### src/rtl/ipmb_pkg.sv
package ipmb_pkg;
  localparam int BYTE_W    = 8;
  localparam int HDR_LEN   = 3;
  localparam int FIXED_LEN = 7;
  localparam int DATA_BASE = 6;

  typedef enum logic [2:0] {
    V_OK, V_HDR, V_LEN, V_SUM, V_DROP
  } verdict_e;
endpackage

### src/rtl/ipmb_frame_judge.sv
module ipmb_frame_judge
  import ipmb_pkg::*;
#(
  parameter int MAX_REQ = 25,
  parameter int MAX_RSP = 24,
  parameter int CNT_W   = 7,
  parameter int DL_W    = 5
) (
  input  logic              clk,
  input  logic              rst_n,
  input  logic              sof,
  input  logic              eval,
  input  logic [CNT_W-1:0]  idx,
  input  logic [BYTE_W-1:0] hdr_sum,
  input  logic [BYTE_W-1:0] body_sum,
  input  logic [BYTE_W-1:0] dst_byte,
  input  logic [BYTE_W-1:0] nl_byte,
  input  logic [6:0]        own_addr,
  output logic              frm_valid,
  output logic              err_hdr,
  output logic              err_len,
  output logic              err_sum,
  output logic [DL_W-1:0]   data_len
);
  localparam logic [CNT_W-1:0] N_HDR   = CNT_W'(HDR_LEN);
  localparam logic [CNT_W-1:0] N_MIN   = CNT_W'(FIXED_LEN);
  localparam logic [CNT_W-1:0] N_REQMX = CNT_W'(FIXED_LEN + MAX_REQ);
  localparam logic [CNT_W-1:0] N_RSPMX = CNT_W'(FIXED_LEN + MAX_RSP);

  verdict_e         verdict;
  logic [CNT_W-1:0] n_max;
  logic             valid_d, hdr_d, len_d, sum_d;
  logic [DL_W-1:0]  len_cnt_d;

  assign n_max = nl_byte[2] ? N_RSPMX : N_REQMX;

  always_comb begin
    if (idx < N_HDR)                      verdict = V_LEN;
    else if (hdr_sum != '0)               verdict = V_HDR;
    else if (dst_byte[7:1] != own_addr)   verdict = V_DROP;
    else if (idx < N_MIN || idx > n_max)  verdict = V_LEN;
    else if (body_sum != '0)              verdict = V_SUM;
    else                                  verdict = V_OK;
  end

  always_comb begin
    valid_d   = 1'b0;
    hdr_d     = err_hdr;
    len_d     = err_len;
    sum_d     = err_sum;
    len_cnt_d = data_len;
    if (sof) begin
      hdr_d     = 1'b0;
      len_d     = 1'b0;
      sum_d     = 1'b0;
      len_cnt_d = '0;
    end else if (eval) begin
      valid_d   = (verdict == V_OK);
      hdr_d     = (verdict == V_HDR);
      len_d     = (verdict == V_LEN);
      sum_d     = (verdict == V_SUM);
      len_cnt_d = (verdict == V_OK) ? DL_W'(idx - N_MIN) : '0;
    end
  end

  always_ff @(posedge clk or negedge rst_n) begin
    if (!rst_n) begin
      frm_valid <= 1'b0;
      err_hdr   <= 1'b0;
      err_len   <= 1'b0;
      err_sum   <= 1'b0;
      data_len  <= '0;
    end else begin
      frm_valid <= valid_d;
      err_hdr   <= hdr_d;
      err_len   <= len_d;
      err_sum   <= sum_d;
      data_len  <= len_cnt_d;
    end
  end

  a_r8_one_cycle: assert property (@(posedge clk) disable iff (!rst_n)
    frm_valid |=> !frm_valid);
  a_r8_exclusive: assert property (@(posedge clk) disable iff (!rst_n)
    $onehot0({frm_valid, err_hdr, err_len, err_sum}));
  a_r7_data_limit: assert property (@(posedge clk) disable iff (!rst_n)
    frm_valid |-> (data_len <= (nl_byte[2] ? DL_W'(MAX_RSP) : DL_W'(MAX_REQ))));
  a_r6_min_length: assert property (@(posedge clk) disable iff (!rst_n)
    frm_valid |-> ($past(idx) >= N_MIN));
  a_r11_sof_clears: assert property (@(posedge clk) disable iff (!rst_n)
    sof |=> (!err_hdr && !err_len && !err_sum && !frm_valid));
endmodule

### config.mk
export PLATFORM = sky130hd
export DESIGN_NAME = ipmb_frame_judge
export DESIGN_NICKNAME = d
export VERILOG_FILES = /design/src/rtl/ipmb_pkg.sv /design/src/rtl/ipmb_frame_judge.sv
export SDC_FILE = /design/constraint.sdc
export NUM_CORES = 1
export LEC_CHECK = 0
export BUFFER_PORTS_ARGS = -buffer_cell sky130_fd_sc_hd__buf_2
export CAP_MARGIN = 0
export CORE_MARGIN = 2
export CORE_UTILIZATION = 40
export DETAILED_ROUTE_END_ITERATION = 10
export GPL_ROUTABILITY_DRIVEN = 1
export PLACE_DENSITY = 0.83
export SYNTH_ARGS = -nofsm -noshare
export SYNTH_HDL_FRONTEND = slang
export SYNTH_SLANG_ARGS = --single-unit
### constraint.sdc
create_clock -name clk -period 1.5 [get_ports clk]
set_input_delay 0.45 -clock clk [delete_from_list [all_inputs] [get_ports clk]]
set_output_delay 0.45 -clock clk [all_outputs]
set_load 0.02 [all_outputs]
* Word level (Yosys, flattened, before mapping) *
Index checks and enable logic that the tools add are counted.
W data, S select, Z words.

word-level totals
  word-level logic and storage cells = 35
  input port bits = 50
  flip-flop bits (word level) = 9

cells by class
  equality and inequality tests = 4
  reduce and logical (&&, ||, !) cells = 5
  muxes and demuxes = 17
  order comparisons = 3
  add/sub/neg operators = 1

operator list
  operator               count
  $reduce_bool A8 Y1     2
  $mux W5                3
  $mux W3                3
  $mux W1                8
  $gt A7 B6 Y1           1
  $lt A7 B2 Y1 const B   1
  $lt A7 B3 Y1 const B   1
  $ne A7 B7 Y1           1
  $eq A3 B2 Y1 const B   2
  $mux W6                1
  $sub A5 B3 Y5 const B  1
  $mux W2                2
  $eq A3 B1 Y1 const B   1
  $logic_not A3 Y1       1
  $reduce_bool A2 Y1     1
  $logic_or A1 B1 Y1     1

* Depth between registers and ports, before layout *
  depth after elaboration = 11
  gate-level depth with buffers = 7

* Worst setup path after synthesis *
OpenSTA, ideal clock, no wires.

  path type = input-to-reg
  start = in idx[5]
  end = reg data_len[2]
  stages = 6
  data arrival time = 1.884 ns
  setup time = 0.074 ns
  path slack = -0.458 ns
  buffers on the path = 0
  cell sequence = ha_1 -> a211oi_1 -> nand2_1 -> o22a_1 -> or4b_4 -> o21ai_2

between the ends
  word-level cells in the longest chain between the ends = 10
  elaborated cells on any way between the ends = 12
  classes of those cells = 3 x order compare; 7 x mux; 2 x reduce/logical

ends and longest elaborated chain
  what                                                 RTL line                RTL
  start, declared                                      ipmb_frame_judge.sv:13  input logic [CNT_W-1:0] idx,
  $lt A7 B3 Y1 / $gt A7 B6 Y1 (equally long branches)  ipmb_frame_judge.sv:41  else if (idx < N_MIN || idx > n_max) verdict = V_LEN;
  $logic_or A1 B1 Y1                                   ipmb_frame_judge.sv:41
  $mux W2                                              ipmb_frame_judge.sv:41
  $mux W3                                              ipmb_frame_judge.sv:40  else if (dst_byte[7:1] != own_addr) verdict = V_DROP;
  $mux W3                                              ipmb_frame_judge.sv:39  else if (hdr_sum != '0) verdict = V_HDR;
  $mux W3 *                                            ipmb_frame_judge.sv:38  if (idx < N_HDR) verdict = V_LEN;
  $logic_not A3 Y1 *                                   ipmb_frame_judge.sv:62  len_cnt_d = (verdict == V_OK) ? DL_W'(idx - N_MIN) : '0;
  $mux W5 *                                            ipmb_frame_judge.sv:62
  $mux W5 *                                            ipmb_frame_judge.sv:57  end else if (eval) begin
  $mux W5 *                                            ipmb_frame_judge.sv:52  if (sof) begin
  end signal, assigned                                 ipmb_frame_judge.sv:78  data_len <= len_cnt_d;
  end, declared                                        ipmb_frame_judge.sv:23  output logic [DL_W-1:0] data_len

Every way passes the cells marked *; elsewhere a longest branch is shown, timed or not. The select of a mux whose other input is x is not followed.
A chain may end at the register's enable or synchronous reset.

* Worst setup path after layout *
  start = in nl_byte[2]
  end = reg data_len[0]

between the ends
  word-level cells in the longest chain between the ends = 11

ends and longest elaborated chain
  what                RTL line                RTL
  start, declared     ipmb_frame_judge.sv:17  input logic [BYTE_W-1:0] nl_byte,
  $mux W6             ipmb_frame_judge.sv:35  assign n_max = nl_byte[2] ? N_RSPMX : N_REQMX;
  $gt A7 B6 Y1        ipmb_frame_judge.sv:41
  $logic_or A1 B1 Y1  ipmb_frame_judge.sv:41
  $mux W2             ipmb_frame_judge.sv:41
  $mux W3             ipmb_frame_judge.sv:40
  $mux W3             ipmb_frame_judge.sv:39
  $mux W3             ipmb_frame_judge.sv:38
  $logic_not A3 Y1    ipmb_frame_judge.sv:62
  $mux W5             ipmb_frame_judge.sv:62
  $mux W5             ipmb_frame_judge.sv:57
  $mux W5             ipmb_frame_judge.sv:52

Every way passes these cells. The select of a mux whose other input is x is not followed.

==> flow_summary_export.csv <==
group,metric,value,unit
cts,ctsLongestPathBuffers,2,
pwr,power_density,548,nW/um^2
place,placed_cell_area,1140,sq um
place,post-place-cells,158,
timing,post-route-period-util,128,%
synth,synth_edf_count,0,
synth,synth_cell_types,26,
synth,async_flop_share,100,%
timing,fmax,0.522,GHz
finish,multiInputGateArea,541,sq um
critical_path,crit_chain,"buf_8 > clkinvlp_4 > ha_1 > nand3b_1 > a21oi_1 > o22a_1 > or4b_4 > o21ai_2",
timing,fin_skew,0,ns
finish,fin_util,72.4,%
finish,final_cells,164,
cts,cts-root-buf,"clkbuf_4",
finish,layout.nets,205,
drt,drt-vias-per-instance,5.27,
floorplanning,die_w,46.0,um
run_status,violations,"setup timing",
run,drv_cap,0,
timing,layout_setup_ws,-0.414,ns
drt,drc_errors,0,
synth,yosysWarnings,0,
run_status,outcome,"complete, but fails checks",
synth,synthTopCellsByArea,"dfrtp_1 (32%), ha_1 (12%), xnor2_1 (12%), o21ai_2 (6.2%), nand2_1 (4.8%)",
grt,grt_max_degree,10,
cts,clk_pin_slew,0.06,ns
timing,period_needed,1.91,ns
timing,relSlewSlack,83.3,%
timing,worst_pin_slew,0.248,ns
cts,clock-sinks,9,
critical_path,crit_slowest_cell,"or4b_4",
grt,grt_overflow,0,
critical_path,endpoint_kind,"flip-flop",
floorplanning,std_cell_rows,15,
synth,syn_nets,133,
timing,setup_viol,8,
worst_hold_path,hold_path_class,"primary input to async pin",
floorplanning,start_util,41.7,%
critical_path,r2r_slack,0.79,ns
timing,hold_viol,0,
critical_path,required,1.70,ns
place,dp_slack,-0.728,ns
drt,wl,2180,um
cts,cts_buffers,3,
critical_path,worstSetupStartpointType,"primary input",
cts,cts_tree,"yes",
finish,design_area,1220,sq um
synth,avgSynthCellArea,9.27,sq um
critical_path,path_class,"primary input to flip-flop",
timing,final_max_slew_viol_count,0,
place,portBuffers,50,
pwr,max-vdd-ir-drop,0.686,mV
timing,tns,-2.91,ns
pwr,leakagePower,0.608,nW
grt,grt_first_pass_wirelength,3440,um
finish,diodes,0,
floorplanning,core,1690,sq um
place,place_congestion,0.778,
critical_path,slowest_delay,0.56,ns
cts,clk_latency,0.26,ns
synth,yosysTopAreaCell,"dfrtp_1",
drt,via_count,865,
critical_path,path_max_fanout,6,
cts,htreeDepth,1,
finish,seqCellArea,225,sq um
drt,drtIter0Drc,6,
synth,synthCells,76,
finish,syn_to_final_growth,73.7,%
floorplanning,die_area,2110,sq um
synth,ys_seq_area_share,32.0,%
synth,synth_top_area_share,32.0,%
drt,wire_per_inst,13.3,um
critical_path,arrival,2.11,ns
synth,synth-main-ff-cell,"dfrtp_1",
floorplanning,die_h,46.0,um
place,dpl.hpwl,1710,um
grt,grt_use_total,23.1,%
grt,antenna_found_initial,0,
finish,layout-drive-gt1-share,59.9,%
timing,grt_setup_unrepaired,"yes",
finish,fillers,122,
floorplanning,pin_count,59,
drt,ant_nets,0,
synth,syn-cell-area,704,sq um
drt,firstDrtPassIters,4,
cts,cts_hold_buf,0,
grt,grt_pass1_vias,842,
synth,ys_seq_elements,9,
registers in the layout, summed over array words and instances (netlist names):
register / flops
data_len: 5
err_hdr: 1
err_len: 1
err_sum: 1
frm_valid: 1
area by class of cell:
| class | count | area share, % |
|---|---|---|
| Clock buffer | 4 | 2.15 |
| Timing Repair Buffer | 67 | 32.0 |
| Multi-Input combinational cell | 63 | 44.2 |
| Tap cell | 17 | 1.74 |
| Inverter | 4 | 1.53 |
| Sequential cell | 9 | 18.4 |
synth_stat cells (3+ instances only):
master and n:
xnor2_1 10, dfrtp_1 9, nand2_1 9, ha_1 7, a21oi_1 5, o21ai_2 5
inv_1 4, nand3_1 4, nor2_1 4, nor4_1 3
power breakdown:
| part | switching, mW | leakage [nW] | internal, mW |
|---|---|---|---|
| Clock | 0.0868 | 0.0150 | 0.103 |
| Combinational | 0.104 | 0.469 | 0.130 |
| Sequential | 0.00178 | 0.124 | 0.246 |
| Total | 0.193 | 0.608 | 0.478 |
critical path: cells and delay by family:
kind | cells | cell delay (ns)
compound gates | 3 | 0.41
fa+ha+maj | 1 | 0.35
simple gates | 2 | 0.65
buf+inv | 2 | 0.25
worst paths after layout:
kind / from / cells past startpoint / to
max: nl_byte[2] / 8 / data_len[0]
max in group asynchronous: rst_n / 1 / data_len[0]
min: rst_n / 1 / data_len[1]
max reg2reg: err_len / 2 / err_len
min reg2reg: data_len[2] / 2 / data_len[2]
min in group clk: sof / 3 / err_len
through the flow:
stage	power, mW	hold slack [ns]
after floorplan	0.343	0.154
after global placement	0.451	0.303
after detailed placement	0.461	0.310
after CTS	0.669	0.0239
after global routing	0.712	0.0292
final	0.671	0.0249
placed cells by master, fill, tap and decap left out, types with 2 or more instances in the layout:
master,synthesis,final
clkbuf_4,0,3
nand2_1,9,9
nand3_1,4,4
xnor2_1,10,10
inv_1,4,3
buf_2,0,49
ha_4,0,4
buf_4,0,16
nor2_1,4,3
nor4_1,3,2
ha_1,7,3
a21oi_1,5,5
dfrtp_1,9,9
o21ai_2,5,6
kinds of logic (layout without fill, tap and decap cells):
| logic type | count (synthesis) | after routing | share of synthesized area [%] |
|---|---|---|---|
| buffers and inverters | 4 | 75 | 2.13 |
| xor gates and xnor gates | 10 | 10 | 12.4 |
| and+or+nand+nor | 30 | 30 | 24.3 |
| DFF | 9 | 9 | 32.0 |
| AOI/OAI and AO/OA | 16 | 16 | 16.7 |
| adders and majority gates | 7 | 7 | 12.4 |
timing repair:
action / in CTS / in global routing
setup endpoints to repair: 8 / 9
pin swaps: 10 / 0
setup buffers: 2 / 0
cloned: 0 / 0
resized for setup: 7 / 2
routing by layer:
metal  part of all wire (%)  routed length (um)  GRT usage, %  up-vias
met5                      0                   0             0        -
met4                    2.2                  48          10.3        0
met3                    7.0                 152          9.52        6
met2                     55                1190          40.3       38
met1                     36                 790          23.7      401
li1                       -                   -             -      420
No activity file was read; power rests on OpenSTA's default activity.
